File: config.mk
export PLATFORM = sky130hd
export DESIGN_NAME = xlate_buf
export DESIGN_NICKNAME = d
export VERILOG_FILES = /design/src/rtl/xlate_buf.sv
export SDC_FILE = /design/constraint.sdc
export NUM_CORES = 1
export LEC_CHECK = 0
export BUFFER_PORTS_ARGS = -buffer_cell sky130_fd_sc_hd__buf_4
export CAP_MARGIN = 20
export CORE_MARGIN = 2
export CORE_UTILIZATION = 55
export CTS_CLUSTER_DIAMETER = 30
export CTS_CLUSTER_SIZE = 8
export DETAILED_ROUTE_END_ITERATION = 6
export GPL_TIMING_DRIVEN = 0
export PLACE_DENSITY = 0.85
export SYNTH_ARGS = -nofsm -noshare
export SYNTH_HDL_FRONTEND = slang
export SYNTH_SLANG_ARGS = --single-unit
File: constraint.sdc
create_clock -name clk -period 7.6 [get_ports clk]
set_clock_uncertainty 0.05 [all_clocks]
set_input_delay 0.38 -clock clk [delete_from_list [all_inputs] [get_ports clk]]
set_output_delay 0.38 -clock clk [all_outputs]
set_load 0.03 [all_outputs]
File: src/rtl/xlate_buf.sv
module xlate_buf #(
  parameter int ENTRIES = 4,
  parameter int VPN_W   = 10,
  parameter int PPN_W   = 12
) (
  input  logic             clk,
  input  logic             rst_n,
  input  logic             lk_req,
  input  logic [VPN_W-1:0] lk_vpn,
  input  logic             lk_store,
  input  logic             fill_en,
  input  logic [VPN_W-1:0] fill_vpn,
  input  logic [PPN_W-1:0] fill_ppn,
  input  logic             fill_dirty,
  input  logic             upg_en,
  input  logic [VPN_W-1:0] upg_vpn,
  input  logic             inv_en,
  input  logic [VPN_W-1:0] inv_vpn,
  output logic             rsp_valid,
  output logic             rsp_hit,
  output logic [1:0]       rsp_exc,
  output logic [PPN_W-1:0] rsp_ppn
);
  localparam int IW = (ENTRIES > 1) ? $clog2(ENTRIES) : 1;
  localparam logic [IW-1:0] LAST = IW'(ENTRIES - 1);

  logic [VPN_W-1:0] vpn_q [ENTRIES];
  logic [PPN_W-1:0] ppn_q [ENTRIES];
  logic [ENTRIES-1:0] live_q, val_q, wr_q, mod_q;
  logic [IW-1:0] ptr_q;

  logic          lk_v, lk_any;
  logic [IW-1:0] lk_idx;
  logic          f_hit, f_free;
  logic [IW-1:0] f_idx, free_idx, victim;
  logic          u_hit, i_hit;
  logic [IW-1:0] u_idx, i_idx;

  always_comb begin
    lk_v = 1'b0; lk_any = 1'b0; lk_idx = '0;
    f_hit = 1'b0; f_idx = '0; f_free = 1'b0; free_idx = '0;
    u_hit = 1'b0; u_idx = '0; i_hit = 1'b0; i_idx = '0;
    for (int i = ENTRIES - 1; i >= 0; i--) begin
      if (val_q[i] && vpn_q[i] == lk_vpn) begin lk_v = 1'b1; lk_idx = IW'(i); end
      if (live_q[i] && vpn_q[i] == lk_vpn) lk_any = 1'b1;
      if (live_q[i] && vpn_q[i] == fill_vpn) begin f_hit = 1'b1; f_idx = IW'(i); end
      if (!val_q[i]) begin f_free = 1'b1; free_idx = IW'(i); end
      if (val_q[i] && vpn_q[i] == upg_vpn) begin u_hit = 1'b1; u_idx = IW'(i); end
      if (live_q[i] && vpn_q[i] == inv_vpn) begin i_hit = 1'b1; i_idx = IW'(i); end
    end
    victim = f_hit ? f_idx : (f_free ? free_idx : ptr_q);
  end

  wire maint   = fill_en | upg_en | inv_en;
  wire lk_go   = lk_req & ~maint;
  wire trap    = lk_store & ~(wr_q[lk_idx] & mod_q[lk_idx]);
  wire use_ptr = fill_en & ~f_hit & ~f_free;

  always_ff @(posedge clk) begin
    if (!rst_n) begin
      live_q <= '0; val_q <= '0; wr_q <= '0; mod_q <= '0; ptr_q <= '0;
      for (int i = 0; i < ENTRIES; i++) begin
        vpn_q[i] <= '0;
        ppn_q[i] <= '0;
      end
    end else if (fill_en) begin
      vpn_q[victim]  <= fill_vpn;
      ppn_q[victim]  <= fill_ppn;
      live_q[victim] <= 1'b1;
      val_q[victim]  <= 1'b1;
      wr_q[victim]   <= fill_dirty;
      mod_q[victim]  <= fill_dirty;
      if (use_ptr) ptr_q <= (ptr_q == LAST) ? '0 : ptr_q + 1'b1;
    end else if (upg_en) begin
      if (u_hit) begin
        wr_q[u_idx]  <= 1'b1;
        mod_q[u_idx] <= 1'b1;
      end
    end else if (inv_en) begin
      if (i_hit) val_q[i_idx] <= 1'b0;
    end
  end

  always_ff @(posedge clk) begin
    if (!rst_n) begin
      rsp_valid <= 1'b0; rsp_hit <= 1'b0; rsp_exc <= 2'd0; rsp_ppn <= '0;
    end else begin
      rsp_valid <= lk_go;
      rsp_hit   <= lk_go & lk_v & ~trap;
      rsp_ppn   <= (lk_go & lk_v) ? ppn_q[lk_idx] : '0;
      if (!lk_go)      rsp_exc <= 2'd0;
      else if (lk_v)   rsp_exc <= trap ? 2'd3 : 2'd0;
      else if (lk_any) rsp_exc <= 2'd2;
      else             rsp_exc <= 2'd1;
    end
  end
endmodule

==> results.ini, run 1 <==
[clock_network]
cts_tree=done
cts.path.max_buffers=2
htree_num_levels=4
cts_sinks=122
cts_setup_buffers=0
cts_buffers=17
clk_pin_slew_worst_paths_ns=0.06
cts_root_buf=clkbuf_16
hold_buffers=0
cts_resized=0
worstSkewPairLatency_ns=0.42

[flow_run]
drv_cap=0

[timing]
max-slew-margin-rel_pct=44.8
rsz0062_at_grt=no
layout_setup_ws_ns=4.17
tightest_slew_ns=0.823
hold_violations=0
tns_ns=0
fmax_mhz=292
slew_viol_final=0
timing.hold.ws_ns=0.218
finalSetupViolCount=0
min_period_ns=3.43
timing.final.crit_share_pct=45.1

[worst_setup_path]
critPathArrivalTime_ns=3.52
cp_top_family=simple AND/OR/NAND/NOR gates
required_ns=7.69
start_kind=flip-flop
r2r_start=vpn_q[0][1]$_SDFFCE_PN0P_
crit_slowest_cell=nand2_1
cpPeakStageDelay_ns=0.52
crit_chain=clkbuf_1 > xnor2_1 > nand3_1 > nor3_4 > a311oi_4 > or3_1 > buf_4 > or2_1 > nand2_1 > buf_8
crit_type=flip-flop to flip-flop
critPathMaxFanout=12
crit_buf_inv=3
startpoint=vpn_q[0][1]$_SDFFCE_PN0P_
cp-end-kind=flip-flop

[worst_hold_path]
hold_class=input pin to flip-flop
hp-start=fill_ppn[8]

[detailed_routing]
first_iter_violations=602
antenna_left=0
route.vias.total=5566
drc=7
drt_wl_total_um=20800
drt-pass1-iter-count=7
wire_per_inst_um=22.2
drt-vias-per-instance=5.95

[placement]
post-place-ws_ns=4.03
dp_hpwl_um=15000
gp_congestion=0.982
port_buffers=53

[logic_synthesis]
synth.top_cell.area_share_pct=37.9
synth_area_mm2=0.00697
ys_ff_latch=122
synthMostInstantiatedCell=xnor2_1
synth_common_cells=118 x xnor2_1, 88 x edfxtp_1, 79 x nor2_1
synth_top_area_cell=edfxtp_1
synth_edf_count=88
syn-num-nets=736
ys_async_sr_fraction_pct=0
synthTopCellsByArea=edfxtp_1 38%, xnor2_1 15%, dfxtp_1 9.8%, xor2_1 5.3%, nor2_1 4.3%
syn_avg_cell_area_um2=10.3
synth.distinct_cells=55
synth_cells=675
yosysWarnings=0
ys.flop_type=edfxtp_1
synth-seq-area-share_pct=47.7

[floorplanning]
fp.dieW_um=117
dieArea_mm2=0.0136
die_h_um=117
start_util_pct=55.7
core_area_mm2=0.0125
io_pins=76
fp-row-count=41

[cells_and_area]
drive_above_1_share_pct=15.4
fin_nets=812
syn_to_final_growth_pct=18.2
antennaDiodeCount=0
num-fill-cells=989

[grt]
grt_first_pass_wirelength_um=31000
grt_antenna_before_repair=0
grt_max_degree=23
grt-ovfl-total=0
track_usage_pct=31.8
grt_pass1_vias=5641

[power]
vdd_drop_max_v=0.000192
power.density_mw_per_mm2=220
p_leak_nw=3.07

[outcome]
violations=design-rule violations
status=finished, violations left

[worst paths after layout]
kind	end	slack, ns	cells past startpoint
worst max-delay path	ppn_q[1][1]$_SDFFCE_PN0P_	4.17	10
worst min-delay path	ppn_q[3][8]$_DFFE_PP_	0.22	3
worst max register to register	ppn_q[1][1]$_SDFFCE_PN0P_	4.17	10
worst min register to register	mod_q[1]$_SDFFE_PN0P_	0.44	2
[tightest hold or removal path: cells and delay by family]
| kind | cells | cell delay (ns) |
|---|---|---|
| AND/OR/NAND/NOR | 1 | 0.08 |
| buffers and inverters | 2 | 0.13 |
[cells by family after synthesis]
logic type      Yosys count  synth area share (%)
mux                      22                  3.16
fa+ha+maj                 1                 0.179
xor+xnor                160                  20.1
compound gates           79                  8.58
simple gates            208                  15.1
flops                   122                  47.7
buf+inv                  83                  5.24
[per-layer routing]
layer | vias up | track usage, % | part of all wire [%]
li1 | 2508 | - | -
met4 | 0 | 10.6 | 2.4
met1 | 2712 | 41.5 | 40
met3 | 47 | 6.43 | 8.2
met5 | - | 0 | 0
met2 | 299 | 53.3 | 49
[cells in the final DEF, fill, tap and decap left out, drive strengths merged, types with 26 or more instances in the layout]
cell type / Yosys / routed
nand2: 37 / 37
nor2: 80 / 80
a211oi: 26 / 26
buf: 15 / 72
inv: 33 / 35
dfxtp: 34 / 34
xnor2: 118 / 118
xor2: 42 / 42
nand4: 34 / 34
edfxtp: 88 / 88
clkbuf: 35 / 53
[power by group]
group / internal (mW) / switching, mW
Sequential: 0.752 / 0.0372
Clock: 0.483 / 0.306
Combinational: 0.101 / 0.137
[final cells by class]
cell class | instances | area, um2 | area share [%]
buffer | 50 | 241 | 2.93
multi-input combinational | 470 | 3290 | 39.9
tap | 172 | 215 | 2.61
timing repair buffer | 57 | 470 | 5.71
clock buffer | 18 | 429 | 5.21
inverter | 33 | 124 | 1.50
sequential | 122 | 3320 | 40.3
clock inverter | 14 | 149 | 1.81
[stage by stage]
stage | cells | power [mW] | area (um2) | utilization, %
after floorplan | 675 | 0.942 | 6970 | -
after global placement | 900 | 1.02 | 7590 | 60.6
after detailed placement | 902 | 1.03 | 7620 | 60.9
after CTS | 934 | 1.81 | 8200 | 65.5
after global routing | 936 | 1.87 | 8240 | 65.9
final | 936 | 1.81 | 8240 | 65.9
[sequential cells by signal (all words and copies together) (netlist names)]
name	count
rsp_ppn	12
rsp_valid	1
ppn_q	48
rsp_exc	2
mod_q	4
wr_q	4
ptr_q	2
vpn_q	40
val_q	4
live_q	4
rsp_hit	1
(Power assumes the default switching activity.)
==> inputs of run 2 (changes only) <==
Settings changed: ABC_AREA from default to 1.
Clock period 7.6 ns to 3.3 ns, I/O delays scaled along.
==> run 2 against run 1 <==
Against the previous run: the run now ends clean; register-to-register slack got worse by 3.8 ns; clock power rose by 130%; count of clock-buffer cells in the layout did not move; die area rose by 11%; global-route usage rose by 4.0 points; total power rose by 140%; sequential power rose by 130%; worst hold slack got worse by 0.20 ns; flip-flop and latch count did not move; core utilization rose by 0.57 points; critical path type unchanged; largest cell class is now multi-input combinational cells; largest power group unchanged.
==> results.ini, run 2 <==
[outcome]
status=finished clean

[power]
p_leak_nw=4.54  ; +48%
vdd_drop_max_v=0.000397  ; +110%
finalPower_mw=4.28  ; +140%
power.density_mw_per_mm2=465  ; +110%

[grt]
grt_antenna_before_repair=0  ; unchanged
grt_max_degree=23  ; unchanged
grt_first_pass_wirelength_um=39500  ; +27%
grt_pass1_vias=7518  ; +33%
track_usage_pct=35.8  ; +4.0 points
grt-ovfl-total=0  ; unchanged

[clock_network]
cts_tree=done
cts_resized=0  ; unchanged
clk_pin_slew_worst_paths_ns=0.06  ; about the same
cts.path.max_buffers=2  ; unchanged
cts_sinks=122  ; unchanged
worstSkewPairLatency_ns=0.43  ; about the same
hold_buffers=0  ; unchanged
cts_root_buf=clkbuf_16
cts_setup_buffers=0  ; unchanged
cts_buffers=17  ; unchanged
htree_num_levels=4  ; unchanged

[timing]
min_period_ns=2.95  ; -0.481 ns
hold_violations=0  ; unchanged
layout_setup_ws_ns=0.351  ; -3.82 ns
rsz0062_at_grt=no
fmax_mhz=339  ; +16%
finalSetupViolCount=0  ; unchanged
timing.hold.ws_ns=0.0163  ; -0.202 ns
max-slew-margin-rel_pct=48.4  ; +3.7 points
timing.final.crit_share_pct=89.4  ; +44 points
tns_ns=0  ; unchanged
slew_viol_final=0  ; unchanged
tightest_slew_ns=0.774  ; -0.0494 ns

[cells_and_area]
antennaDiodeCount=0  ; unchanged
layout_commonest_cell=nand2_1
fin_nets=1296  ; +60%
largest_reg_flops=48  ; unchanged
drive_above_1_share_pct=11.2  ; -4.2 points
top_regs=ppn_q x48, vpn_q x40, rsp_ppn x12
syn_to_final_growth_pct=18.3  ; about the same
max_flop_register=ppn_q
num-fill-cells=1198  ; +21%
final_cell_mix=423 x nand2_1, 170 x inv_1, 169 x nor2_1

[logic_synthesis]
synthSimpleGateAreaFrac_pct=35.8  ; +21 points
synth_xor_area_share_pct=4.40  ; -16 points
synthMostInstantiatedCell=nand2_1
syn_avg_cell_area_um2=6.79  ; -34%
synth-seq-area-share_pct=42.8  ; -4.9 points
syn-num-nets=1204  ; +64%
yosysWarnings=0  ; unchanged
synth_common_cells=423 x nand2_1, 170 x inv_1, 169 x nor2_1
ys.flop_type=edfxtp_1
ys_async_sr_fraction_pct=0  ; unchanged
ys_ff_latch=122  ; unchanged
synth.distinct_cells=35  ; -36%
synthTopCellsByArea=edfxtp_1 34%, nand2_1 20%, dfxtp_1 8.8%, inv_1 8.2%, nor2_1 8.2%
synth_edf_count=88  ; unchanged
synth_area_mm2=0.00776  ; +11%
synth_cells=1143  ; +69%
synth_fa_ha_area_share_pct=0.161  ; -0.018 points
muxShareOfSynthArea_pct=0  ; -3.2 points
synth_top_area_cell=edfxtp_1
synth_top_family_by_area=simple AND/OR/NAND/NOR gates
synth.top_cell.area_share_pct=34.0  ; -3.9 points
synth_compound_area_share_pct=6.22  ; -2.4 points

[detailed_routing]
drt-vias-per-instance=5.52  ; -7.1%
drt_wl_total_um=25800  ; +24%
first_iter_violations=962  ; +60%
drc=0  ; -7
route.vias.total=7885  ; +42%
wire_per_inst_um=18.0  ; -19%
antenna_left=0  ; unchanged
drt-pass1-iter-count=6  ; -1

[floorplanning]
fp.dieW_um=123  ; +5.3%
dieArea_mm2=0.0151  ; +11%
core_area_mm2=0.0138  ; +10%
io_pins=76  ; unchanged
die_h_um=123  ; +5.3%
start_util_pct=56.2  ; +0.45 points
fp-row-count=43  ; +4.9%

[worst_hold_path]
hold_class=input pin to flip-flop

[worst_setup_path]
required_ns=3.38  ; -4.31 ns
crit_type=flip-flop to flip-flop
critPathMaxFanout=18  ; +6
start_kind=flip-flop
cp-end-kind=flip-flop
critPathArrivalTime_ns=3.03  ; -0.49 ns

[placement]
gp_congestion=1.05  ; +6.4%
dp_hpwl_um=19100  ; +28%
port_buffers=69  ; +30%
post-place-ws_ns=0.114  ; -3.92 ns

[flow_run]
drv_cap=0  ; unchanged

-- run 2: cell types whose count changed in the layout (fill, tap and decap cells not counted), sizes merged, moves of 23 or more --
cell	delta
nand2	+389
inv	+152
xnor2	-92
nor2	+90
nand3	+56
xor2	-29
a211oi	-26
clkbuf	-24
a21oi	+23
-- run 2: routing by layer --
metal	vias to the layer above	part of all wire (%)	track usage, %
met1	3583	40	46.4
li1	3758	-	-
met4	0	5.0	18.5
met5	-	0	0
met3	87	10	8.92
met2	457	44	55.4
-- run 2: kinds of logic after synthesis --
| kind of cell | Yosys count |
|---|---|
| buf+inv | 206 |
| fa+ha+maj | 1 |
| flops | 122 |
| simple gates | 693 |
| compound gates | 82 |
| xor+xnor | 39 |
-- run 2: critical path, cell delays in order (launching register included) --
cell and delay, ns:
edfxtp_1 0.50, inv_1 0.17, nand2_1 0.14, and2_1 0.17
nand2_1 0.06, nor2_1 0.05, nand3_1 0.12, nand2_1 0.07
nor2_1 0.22, nand2_1 0.13, nand2_1 0.17, nand3_1 0.16
nand2_1 0.39, buf_16 0.23
-- run 2: power by group --
| group | switching (mW) | internal [mW] |
|---|---|---|
| logic | 0.418 | 0.222 |
| registers | 0.0842 | 1.73 |
| clock network | 0.766 | 1.05 |
-- run 2: area by class of cell --
cell class	count	area (um2)	share of cell area, %
multi-input cells	815	3620	39.4
flip-flops and latches	122	3320	36.2
inverters	181	679	7.40
repair buffers	73	628	6.84
clock buffers	18	429	4.67
well taps	180	225	2.45
plain buffers	25	143	1.55
clock inverters	14	139	1.51
-- run 2: final timing paths --
check                                 start                         to  slack [ns]  cells after the start
hold / removal                 fill_ppn[10]     ppn_q[3][10]$_DFFE_PP_        0.02                      3
hold reg to reg       ptr_q[1]$_SDFFE_PN0P_      ptr_q[1]$_SDFFE_PN0P_        0.47                      2
setup / recovery  vpn_q[2][7]$_SDFFCE_PN0P_  vpn_q[2][1]$_SDFFCE_PN0P_        0.35                     13
setup reg to reg  vpn_q[2][7]$_SDFFCE_PN0P_  vpn_q[2][1]$_SDFFCE_PN0P_        0.35                     13
-- run 2: per-stage QoR --
step,util (%),instances,instance area [um2]
floorplan,-,1143,7760
global placement,61.5,1392,8510
detailed placement,62.1,1395,8590
CTS,66.2,1427,9160
global route,66.4,1428,9190
finish,66.4,1428,9190
